--- src/rtl/rtc_cal_pkg.sv ---
`timescale 1ns/1ps
package rtc_cal_pkg;
  localparam int NUM_BYTES   = 8;
  localparam int NUM_CNT     = 7;   // BCD counters (weekday is binary)
  localparam int BYTE_W      = 8;
  localparam int STATUS_ADDR = NUM_BYTES;

  // next packed-BCD value, two digits
  function automatic logic [7:0] bcd_inc(input logic [7:0] v);
    if (v[3:0] >= 4'd9) return {v[7:4] + 4'd1, 4'd0};
    else                return {v[7:4], v[3:0] + 4'd1};
  endfunction

  function automatic logic [6:0] bcd_to_bin(input logic [7:0] v);
    return 7'(v[7:4]) * 7'd10 + 7'(v[3:0]);
  endfunction

  // leap rule from two-digit year plus century byte
  function automatic logic leap_year(input logic [7:0] yr, input logic [7:0] cen);
    logic [6:0] yb, cb;
    yb = bcd_to_bin(yr);
    cb = bcd_to_bin(cen);
    if (yr == 8'h00) return (cb[1:0] == 2'd0);
    return (yb[1:0] == 2'd0);
  endfunction

  function automatic logic [7:0] month_last_day(input logic [7:0] mon,
                                                input logic [7:0] yr,
                                                input logic [7:0] cen);
    case (mon)
      8'h02:                      return leap_year(yr, cen) ? 8'h29 : 8'h28;
      8'h04, 8'h06, 8'h09, 8'h11: return 8'h30;
      default:                    return 8'h31;
    endcase
  endfunction
endpackage

--- src/rtl/rtc_bcd_field.sv ---
`timescale 1ns/1ps
module rtc_bcd_field #(
  parameter logic [7:0] FLOOR   = 8'h00,
  parameter logic [7:0] RST_VAL = 8'h00
) (
  input  logic       clk,
  input  logic       rst_n,
  input  logic       load,
  input  logic [7:0] ld_val,
  input  logic       step,
  input  logic [7:0] ceil_val,
  output logic [7:0] q,
  output logic       at_ceil
);
  import rtc_cal_pkg::*;

  assign at_ceil = (q == ceil_val);

  always_ff @(posedge clk or negedge rst_n) begin
    if (!rst_n)    q <= RST_VAL;
    else if (load) q <= ld_val;
    else if (step) q <= at_ceil ? FLOOR : bcd_inc(q);
  end
endmodule

--- src/rtl/rtc_read_view.sv ---
`timescale 1ns/1ps
module rtc_read_view #(
  parameter int N_BYTES = 8,
  parameter int ADDR_W  = 4
) (
  input  logic [N_BYTES-1:0][7:0] bytes,
  input  logic                    fail_bit,
  input  logic [ADDR_W-1:0]       addr,
  output logic [7:0]              data
);
  localparam int IDX_W = $clog2(N_BYTES);

  always_comb begin
    data = 8'h00;
    if (int'(addr) < N_BYTES)       data = bytes[addr[IDX_W-1:0]];
    else if (int'(addr) == N_BYTES) data = {7'd0, fail_bit};
  end
endmodule

--- src/rtl/rtc_bcd_calendar.sv ---
`timescale 1ns/1ps
module rtc_bcd_calendar #(
  parameter logic [7:0] RST_CENTURY = 8'h20,
  parameter int         ADDR_W      = 4
) (
  input  logic                  clk,
  input  logic                  rst_n,
  input  logic                  tick,
  input  logic                  load,
  input  logic [63:0]           load_bytes,
  input  logic [ADDR_W-1:0]     rd_addr,
  output logic [7:0]            rd_data,
  output logic                  clk_fail
);
  import rtc_cal_pkg::*;

  localparam int HOUR_IDX = 2;
  localparam int DAY_IDX  = 3;
  localparam int WD_BYTE  = 6;
  localparam int CEN_BYTE = 7;

  logic                     fail_q;
  logic                     mode_24h_q;
  logic [2:0]               wd_q;
  logic                     adv;
  logic [NUM_CNT-1:0][7:0]  fld_q;
  logic [NUM_CNT-1:0][7:0]  fld_ceil;
  logic [NUM_CNT-1:0]       fld_top;
  logic [NUM_CNT-1:0]       fld_step;
  logic [NUM_CNT-1:0]       fld_wrap;   // event: field wrapped this tick
  logic [NUM_BYTES-1:0][7:0] view;

  assign adv = tick && !fail_q && !load;

  always_comb begin
    fld_ceil[0] = 8'h59;
    fld_ceil[1] = 8'h59;
    fld_ceil[2] = 8'h23;
    fld_ceil[3] = month_last_day(fld_q[4], fld_q[5], fld_q[6]);
    fld_ceil[4] = 8'h12;
    fld_ceil[5] = 8'h99;
    fld_ceil[6] = 8'h99;
  end

  for (genvar i = 0; i < NUM_CNT; i++) begin : g_fld
    localparam int BI = (i == NUM_CNT - 1) ? CEN_BYTE : i;
    localparam logic [7:0] FLR = (i == DAY_IDX || i == DAY_IDX + 1) ? 8'h01 : 8'h00;
    localparam logic [7:0] RSV = (i == NUM_CNT - 1) ? RST_CENTURY : FLR;
    logic [7:0] ld_v;
    if (i == HOUR_IDX) begin : g_hr
      assign ld_v = {2'b00, load_bytes[8*BI +: 6]};
    end else begin : g_pl
      assign ld_v = load_bytes[8*BI +: 8];
    end
    if (i == 0) begin : g_first
      assign fld_step[i] = adv;
    end else begin : g_next
      assign fld_step[i] = adv && (&fld_top[i-1:0]);
    end
    assign fld_wrap[i] = fld_step[i] && fld_top[i];

    rtc_bcd_field #(.FLOOR(FLR), .RST_VAL(RSV)) u_fld (
      .clk(clk), .rst_n(rst_n), .load(load), .ld_val(ld_v),
      .step(fld_step[i]), .ceil_val(fld_ceil[i]),
      .q(fld_q[i]), .at_ceil(fld_top[i])
    );
  end

  always_ff @(posedge clk or negedge rst_n) begin
    if (!rst_n) begin
      fail_q     <= 1'b1;
      mode_24h_q <= 1'b1;
      wd_q       <= 3'd0;
    end else if (load) begin
      fail_q     <= 1'b0;
      mode_24h_q <= load_bytes[8*HOUR_IDX + 7];
      wd_q       <= load_bytes[8*WD_BYTE +: 3];
    end else if (fld_wrap[HOUR_IDX]) begin
      wd_q <= (wd_q >= 3'd6) ? 3'd0 : wd_q + 3'd1;
    end
  end

  always_comb begin
    for (int b = 0; b < NUM_BYTES; b++) view[b] = 8'h00;
    for (int f = 0; f < NUM_CNT - 1; f++) view[f] = fld_q[f];
    view[HOUR_IDX] = {mode_24h_q, 1'b0, fld_q[HOUR_IDX][5:0]};
    view[WD_BYTE]  = {5'd0, wd_q};
    view[CEN_BYTE] = fld_q[NUM_CNT-1];
  end

  rtc_read_view #(.N_BYTES(NUM_BYTES), .ADDR_W(ADDR_W)) u_view (
    .bytes(view), .fail_bit(fail_q), .addr(rd_addr), .data(rd_data)
  );

  assign clk_fail = fail_q;
endmodule

--- config.mk ---
export PLATFORM = sky130hd
export DESIGN_NAME = rtc_bcd_calendar
export DESIGN_NICKNAME = d
export VERILOG_FILES = /design/src/rtl/rtc_cal_pkg.sv /design/src/rtl/rtc_bcd_field.sv /design/src/rtl/rtc_read_view.sv /design/src/rtl/rtc_bcd_calendar.sv
export SDC_FILE = /design/constraint.sdc
export NUM_CORES = 1
export LEC_CHECK = 0
export ABC_AREA = 1
export BUFFER_PORTS_ARGS = -buffer_cell sky130_fd_sc_hd__buf_2
export CORE_ASPECT_RATIO = 1.25
export CORE_UTILIZATION = 50
export DETAILED_ROUTE_END_ITERATION = 10
export PLACE_DENSITY = 0.85
export SYNTH_ARGS = -nofsm -noshare
export SYNTH_HDL_FRONTEND = slang
export SYNTH_SLANG_ARGS = --single-unit
--- constraint.sdc ---
create_clock -name clk -period 2 [get_ports clk]
set_input_delay 0.3 -clock clk [delete_from_list [all_inputs] [get_ports clk]]
set_output_delay 0.3 -clock clk [all_outputs]
set_load 0.01 [all_outputs]
==> metrics.md, run 1 <==
| Metric | Value |
|---|---|
| Status | `finished with violations` |
| Failing checks | `negative setup slack` |
| Count of pins over their slew limit | `0` |
| Worst EP required | `between 2 and 2.5 ns` |
| Clock root cell | `clkbuf_16` |
| Leakage power | `between 3 and 4 nW` |
| Worst EP arrival | `roughly 2.6 ns` |
| Die area | `10000 um2` |
| Largest net degree at the start of global routing | `62` |
| Via-to-Cell Ratio | `5.71` |
| CTS tree | `yes` |
| Non-Filler Instances | `around 970` |
| Max-Slew Margin vs Limit | `roughly 62%` |
| R2r startpoint | `g_fld[4].u_fld.q[0]` |
| HP Class | `in -> reg` |
| Seq/Total Area, Yosys | `between 30% and 40%` |
| CP endpoint kind | `flop` |
| Sw frac | `between 30% and 40%` |
| Final WS setup | `-0.341 ns` |
| Pint | `3.27 mW` |
| Fin crit share | `117%` |
| Layout net count | `between 900 and 1000` |
| Later-pin clock latency in the skew report | `0.35 ns` |
| Pwr dens | `a little under 800 nW/um2` |
| Most frequent cells in the layout | `nand2_1 (134), buf_4 (90), buf_2 (74), inv_1 (70), o21ai_0 (59)` |
| Met3 Use GR | `approximately 4.7%` |
| Gr ovfl total | `0` |
| Max FO, Critical Path | `7` |
| Startpoint types | `flop` |
| Die height | `approximately 110 um` |
| Layout cells sized above 1 | `about 33%` |
| Antenna Cells | `0` |
| RD Place Congestion | `roughly 0.91` |
| Detailed placement HPWL | `around 11000 um` |
| Worst Clk Skew | `0.00644 ns` |
| First-pass DRT Iterations | `6` |
| Logic pwr share | `between 40 and 50%` |
| Pre-CTS WS | `-0.288 ns` |
| Clk pwr share | `about 28%` |
| DP Area | `between 5000 and 6000 um2` |
| Post-Synthesis Cell Area | `4800 um2` |
| Die Span X | `about 90 um` |
| Crit-path max cell delay | `roughly 0.57 ns` |
| Grt met1 use | `about a third` |
| Top cells by area, synth | `dfrtp_1 (29%), nand2_1 (11%), ha_1 (10%)` |
| Post-synth ARST share | `between 90% and 100%` |
| Initial Util | `approximately 52%` |
| Worst VDD drop | `around 0.00048 V` |
| Hold path cells | `3` |
| Final Hold Fails | `0` |
| Endpoint, Worst Hold | `g_fld[0].u_fld.q[1]` |
| DRT Wirelength | `15900 um` |
| Avg Cell Area, Syn | `7.15 um2` |
| CTS sink cnt | `61` |
| Worst R2R End | `g_fld[5].u_fld.q[5]` |
| H-tree Lvls | `3` |
| Crit-path cells | `inv_4 -> ha_4 -> buf_4 -> nand2_4 -> nor2_4 -> nand2_1 -> nand2_1 -> nor2_1 -> nand3_2 -> o21bai_4 -> nand3_4 -> buf_6 -> nor2_8 -> nand2_1 -> o21ai_1` |
| Tmin final | `about 2.3 ns` |
| Top cell type's share of synthesized area | `29.2%` |
| Synth Flop Type | `dfrtp_1` |
| Worst hold slack | `roughly 0.17 ns` |
| Number of flops mapped to enable cells by yosys | `0` |
| Area delta synth->final | `38.8%` |
| Bufs on Longest Clock Path | `2` |
| Post-synthesis cell count | `between 600 and 700` |
| Standard-cell row count | `39` |
| Io pins | `between 80 and 90` |
| Kind of critical path | `reg -> reg` |
| Maxcap violations | `0` |
| Worst r2r path cells | `15` |
| Switching pwr | `~2.0 mW` |
| Flops & latches, synth | `just over 60` |
| Worst Tran Pin Value | `0.575 ns` |
| CTS clk-pin slew, worst paths | `approximately 0.060 ns` |
| Crit-path slowest cell | `dfstp_2` |
| PortBufs | `between 70 and 80` |
| Top cell type by total area after synthesis | `dfrtp_1` |
| GR Util met2 | `53.9%` |
| Drt initial violations | `roughly 460` |
| Endpoints failing setup | `33` |
| Unique cell type count in the Yosys netlist | `between 40 and 50` |
| Vias in the first global route | `approximately 5300` |
| Global-route wire length before repair | `23800 um` |
| Most used cell, CP | `nand2_1` |
| All-Layer GR Usage | `roughly 31%` |
| Sequential power share | `31.7%` |
| Routed len/inst | `around 16 um` |
| CORE AREA | `9220 um2` |
| RSZ-0062 raised after global routing | `true` |
| Number of CTS-inserted buffers | `9` |
| Highest Clock Rate | `between 400 and 500 MHz` |
| Syn nets | `roughly 780` |
| Most common cell after layout, fill and taps aside | `nand2_1` |
| Post-Place Cells | `927` |
| Gr busiest metal | `met2` |
| Synth warn | `0` |
| Post-route cell area | `around 6700 um2` |
| Final ANT Viol Nets | `0` |
| # DRC | `0` |
| Via count | `around 5500` |
| Initial antenna violation count | `0` |
| Reg2reg setup slack | `-0.34 ns` |
| HP Start | `load_bytes[1]` |
-- logic make-up (layout without fill, tap and decap cells) --
kind of cell,Yosys count,count (layout),share of synthesized area [%]
AND/OR/NAND/NOR,277,278,25.1
XOR/XNOR,24,24,4.38
buffers and inverters,105,274,8.62
adder cells (fa/ha/maj),40,40,10.4
flip-flops,61,61,31.9
AO/OA/AOI/OAI,165,165,19.6
-- cell usage after synthesis (2+ instances only) --
| cell type | count |
|---|---|
| xnor2_1 | 9 |
| buf_1 | 2 |
| nor3_1 | 6 |
| ha_1 | 40 |
| dfrtp_1 | 56 |
| nor2_1 | 47 |
| nor2_4 | 3 |
| a22o_1 | 2 |
| xor2_1 | 15 |
| o21ai_1 | 2 |
| buf_6 | 2 |
| o31ai_1 | 6 |
| nor2_2 | 4 |
| a31oi_1 | 14 |
| o311ai_0 | 3 |
| nand3_1 | 58 |
| dfstp_2 | 5 |
| nand2_2 | 4 |
| o211ai_1 | 11 |
| o21ai_0 | 73 |
| clkinv_1 | 2 |
| a21oi_1 | 43 |
| clkbuf_1 | 16 |
| nand4_1 | 5 |
| nand2_1 | 146 |
| inv_1 | 81 |
-- power by group through the flow --
| stage | Combinational [mW] | Clock, mW | Sequential, mW |
|---|---|---|---|
| 3_3_place_gp | 1.77 | 0 | 1.67 |
| 2_1_floorplan | 1.01 | 0 | 1.71 |
| 4_1_cts | 1.94 | 1.48 | 1.67 |
| 5_1_grt | 2.34 | 1.55 | 1.70 |
| 3_5_place_dp | 1.86 | 0 | 1.69 |
| 6_report | 2.14 | 1.48 | 1.68 |
-- metrics by stage --
| stage | utilization, % | setup TNS (ns) | power [mW] |
|---|---|---|---|
| after floorplan | - | -0.279 | 2.71 |
| after global placement | 64.0 | -3.07 | 3.44 |
| after detailed placement | 64.0 | -6.09 | 3.54 |
| after CTS | 69.1 | -4.46 | 5.09 |
| after global routing | 72.3 | -11.92 | 5.59 |
| final | 72.3 | -8.18 | 5.30 |
-- cell type report --
cell class / count / area [um2]
inverter: 83 / 317
timing repair buffer: 175 / 1190
clock buffer: 10 / 239
fill: 645 / 2550
tap: 123 / 154
clock inverter: 6 / 38.8
sequential: 61 / 1530
multi-input combinational: 507 / 3190
-- metal layers --
metal	wire [um]	part of all wire (%)
met1	5900	37
met2	7990	50
met3	1170	7.3
met4	808	5.1
met5	0	0
-- flip-flops by register name, summed over array words and instances, names as in the netlist --
signal and flops:
g_fld.u_fld.q 56, mode_24h_q 1, clk_fail 1, wd_q 3
-- critical path: cells and delay by family, from the launching register on --
| kind | cells | cell delay (ns) |
|---|---|---|
| AOI/OAI and AO/OA | 2 | 0.29 |
| and+or+nand+nor | 9 | 0.88 |
| DFF | 1 | 0.57 |
| buffers and inverters | 3 | 0.39 |
| adders and majority gates | 1 | 0.16 |
-- worst max-delay path by stage --
stage,to,slack [ns],from
floorplan,g_fld[6].u_fld.q[4],-0.05,g_fld[4].u_fld.q[0]
global placement,g_fld[5].u_fld.q[4],-0.19,g_fld[4].u_fld.q[0]
detailed placement,g_fld[5].u_fld.q[5],-0.29,g_fld[4].u_fld.q[0]
CTS,g_fld[5].u_fld.q[5],-0.23,g_fld[4].u_fld.q[0]
global route,g_fld[5].u_fld.q[7],-0.44,g_fld[4].u_fld.q[0]
finish,g_fld[5].u_fld.q[5],-0.34,g_fld[4].u_fld.q[0]
-- repair_timing --
| action | 4_1_cts | 5_1_grt |
|---|---|---|
| setup endpoints to repair | 39 | 47 |
| pin swaps | 17 | 25 |
| resized for setup | 30 | 65 |
| gates cloned | 1 | 0 |
| setup buffers | 8 | 14 |
| endpoints found under the hold margin | 52 | 0 |
| hold buffers | 1 | 0 |
No activity file was read; power rests on OpenSTA's default activity.
==> run 2: changes to the inputs <==
GPL_TIMING_DRIVEN = 0   (was unset)
RECOVER_POWER = 50   (was unset)
SKIP_CTS_REPAIR_TIMING = 1   (was unset)
==> run 2 against run 1 <==
Effect of this change: count of clock-buffer cells in the layout up 1; largest cell class unchanged; cell count down 6.7%; sequential power up 7%; setup slack improved by 0.026 ns; the flow finishes with violations (max-capacitance violations, max-slew violations, negative setup slack); wire length decreased by 8.3%; fmax up 1.1%; sequential share of layout area is 2.8 points higher; largest power group is now sequential cells; die area is the same; clock power increased by 12%; cell area fell by 10%; critical path depth down 1.
==> metrics.md, run 2 (synthesis results as in run 1) <==
| Metric | Value |
|---|---|
| Status | `finished with violations (unchanged)` |
| Failing checks | `max-capacitance violations, max-slew violations, negative setup slack (was negative setup slack)` |
| Worst VDD drop | `0.000492 V (was 0.000478 V)` |
| Worst hold slack | `0.173 ns (was 0.168 ns)` |
| Switching pwr | `1.83 mW (was 2.03 mW)` |
| Worst EP required | `2.23 ns (was 2.27 ns)` |
| Worst Clk Skew | `0.00633 ns (was 0.00644 ns)` |
| CP endpoint kind | `flop (unchanged)` |
| Max-Slew Margin vs Limit | `-7.77% (was 61.5%)` |
| Clk pwr share | `33.3% (was 27.9%)` |
| Endpoints failing setup | `44 (was 33)` |
| Drt initial violations | `430 (was 457)` |
| Pwr dens | `834 nW/um2 (was 795 nW/um2)` |
| Final Hold Fails | `0 (unchanged)` |
| CTS sink cnt | `61 (unchanged)` |
| Count of pins over their slew limit | `62 (was 0)` |
| Worst EP arrival | `2.55 ns (was 2.61 ns)` |
| Most common cell after layout, fill and taps aside | `nand2_1 (unchanged)` |
| PortBufs | `72 (was 74)` |
| Startpoint types | `flop (unchanged)` |
| Vias in the first global route | `4935 (was 5278)` |
| Pint | `3.16 mW (was 3.27 mW)` |
| CORE AREA | `9220 um2 (unchanged)` |
| All-Layer GR Usage | `30.4% (was 31.1%)` |
| Worst r2r path cells | `14 (was 15)` |
| Largest regs | `g_fld.u_fld.q x56, wd_q x3 (unchanged)` |
| Bufs on Longest Clock Path | `2 (unchanged)` |
| HP Class | `in -> reg (unchanged)` |
| Standard-cell row count | `39 (unchanged)` |
| Logic pwr share | `30.6% (was 40.4%)` |
| Max FO, Critical Path | `5 (was 7)` |
| Kind of critical path | `reg -> reg (unchanged)` |
| Sw frac | `36.7% (was 38.3%)` |
| Biggest register | `g_fld.u_fld.q (unchanged)` |
| Die area | `10000 um2 (unchanged)` |
| Layout cells sized above 1 | `22.4% (was 32.5%)` |
| Later-pin clock latency in the skew report | `0.35 ns (about the same)` |
| Highest Clock Rate | `432 MHz (was 427 MHz)` |
| Via count | `5128 (was 5512)` |
| First-pass DRT Iterations | `6 (unchanged)` |
| Final ANT Viol Nets | `0 (unchanged)` |
| # DRC | `0 (unchanged)` |
| DRT Wirelength | `14500 um (was 15900 um)` |
| Layout net count | `884 (was 949)` |
| Maxcap violations | `1 (was 0)` |
| Die Span X | `89.7 um (unchanged)` |
| Max FFs per register | `56 (unchanged)` |
| Antenna Cells | `0 (unchanged)` |
| Hold path cells | `3 (unchanged)` |
| H-tree Lvls | `3 (unchanged)` |
| Initial antenna violation count | `0 (unchanged)` |
| Number of CTS-inserted buffers | `9 (unchanged)` |
| Io pins | `81 (unchanged)` |
| Sequential power share | `36.2% (was 31.7%)` |
| Clock root cell | `clkbuf_16 (unchanged)` |
| Leakage power | `2.87 nW (was 3.24 nW)` |
| Most frequent cells in the layout | `nand2_1 (134), inv_1 (72), buf_2 (72), o21ai_0 (68), nand3_1 (56) (was nand2_1 (134), buf_4 (90), buf_2 (74), inv_1 (70), o21ai_0 (59))` |
| CTS tree | `yes (unchanged)` |
| Global-route wire length before repair | `22900 um (was 23800 um)` |
| CTS clk-pin slew, worst paths | `0.05 ns (was 0.06 ns)` |
| Area delta synth->final | `24.3% (was 38.8%)` |
| Die height | `112 um (unchanged)` |
| RSZ-0062 raised after global routing | `true (unchanged)` |
| Worst Tran Pin Value | `1.62 ns (was 0.575 ns)` |
| Largest net degree at the start of global routing | `62 (unchanged)` |
| Routed len/inst | `16.2 um (was 16.4 um)` |
| Initial Util | `52.1% (unchanged)` |
| Detailed placement HPWL | `10600 um (was 10800 um)` |
| Tot Pwr | `4.98 mW (was 5.30 mW)` |
| Fin crit share | `116% (was 117%)` |
| Via-to-Cell Ratio | `5.70 (was 5.71)` |
| RD Place Congestion | `0.990 (was 0.912)` |
| Gr ovfl total | `0 (unchanged)` |
| Final WS setup | `-0.316 ns (was -0.341 ns)` |
| Tmin final | `2.32 ns (was 2.34 ns)` |
## run 2: changes by cell type in the layout (fill, tap and decap cells not counted), moves of 4 or more
cell      previous run  this run
clkbuf_2             0         5
clkbuf_1             0        12
nand3_1             50        56
dfrtp_2              0         4
o21ai_1             12         6
o21ai_0             59        68
nand3_2              8         2
buf_4               90        16
buf_6                7         3
nor2_1              35        42
dfrtp_1             56        52
nor2_4              12         8
nor2_2               8         4
## run 2: final timing paths
kind | startpoint | to | slack [ns]
max | g_fld[4].u_fld.q[1] | g_fld[6].u_fld.q[4] | -0.32
max reg2reg | g_fld[4].u_fld.q[1] | g_fld[6].u_fld.q[4] | -0.32
min in group asynchronous | rst_n | g_fld[5].u_fld.q[4] | 0.37
max in group asynchronous | rst_n | g_fld[0].u_fld.q[0] | 0.55
min | load_bytes[10] | g_fld[1].u_fld.q[2] | 0.17
min reg2reg | g_fld[6].u_fld.q[5] | g_fld[6].u_fld.q[5] | 0.50
## run 2: metrics by stage
stage | worst slack [ns] | TNS (ns) | std cells | instance area (um2) | util, %
6_report | -0.316 | -8.63 | 900 | 5970 | 64.8
5_1_grt | -0.422 | -14.34 | 900 | 5970 | 64.8
4_1_cts | -0.487 | -13.35 | 883 | 5680 | 61.6
3_5_place_dp | -0.449 | -15.28 | 867 | 5370 | 58.3
3_3_place_gp | -0.329 | -11.21 | 867 | 5370 | 58.2
2_1_floorplan | -0.0505 | -0.279 | 672 | 4860 | -
## run 2: metal layers
metal / track usage [%] / wire length (um)
met1: 36.3 / 5720
met2: 50.4 / 7190
met3: 5.34 / 994
met4: 16.9 / 647
met5: 0 / 0
## run 2: power groups by stage
stage,registers (mW),logic (mW),clock network (mW)
final,1.80,1.52,1.66
after global routing,1.83,1.72,1.73
after CTS,1.78,1.40,1.67
after detailed placement,1.80,1.38,0
after global placement,1.79,1.31,0
after floorplan,1.71,1.01,0
## run 2: cell type report
class	instances	area [um2]
tap	123	154
clock inverter	5	75.1
clock buffer	11	233
fill	753	3250
buffer	22	111
inverter	83	317
multi-input combinational	506	3040
sequential	61	1540
timing repair buffer	89	504
## run 2: critical path, stage by stage (launching register included)
cell     delay (ns)
dfrtp_2        0.47
inv_2          0.13
ha_1           0.22
nand3_1        0.11
nand2_2        0.08
nand2_2        0.08
buf_4          0.14
nand4_1        0.07
nand3_2        0.14
nor2_4         0.18
nand2_4        0.08
nand2_4        0.10
nand4_1        0.20
nand2_1        0.13
nand2_1        0.05
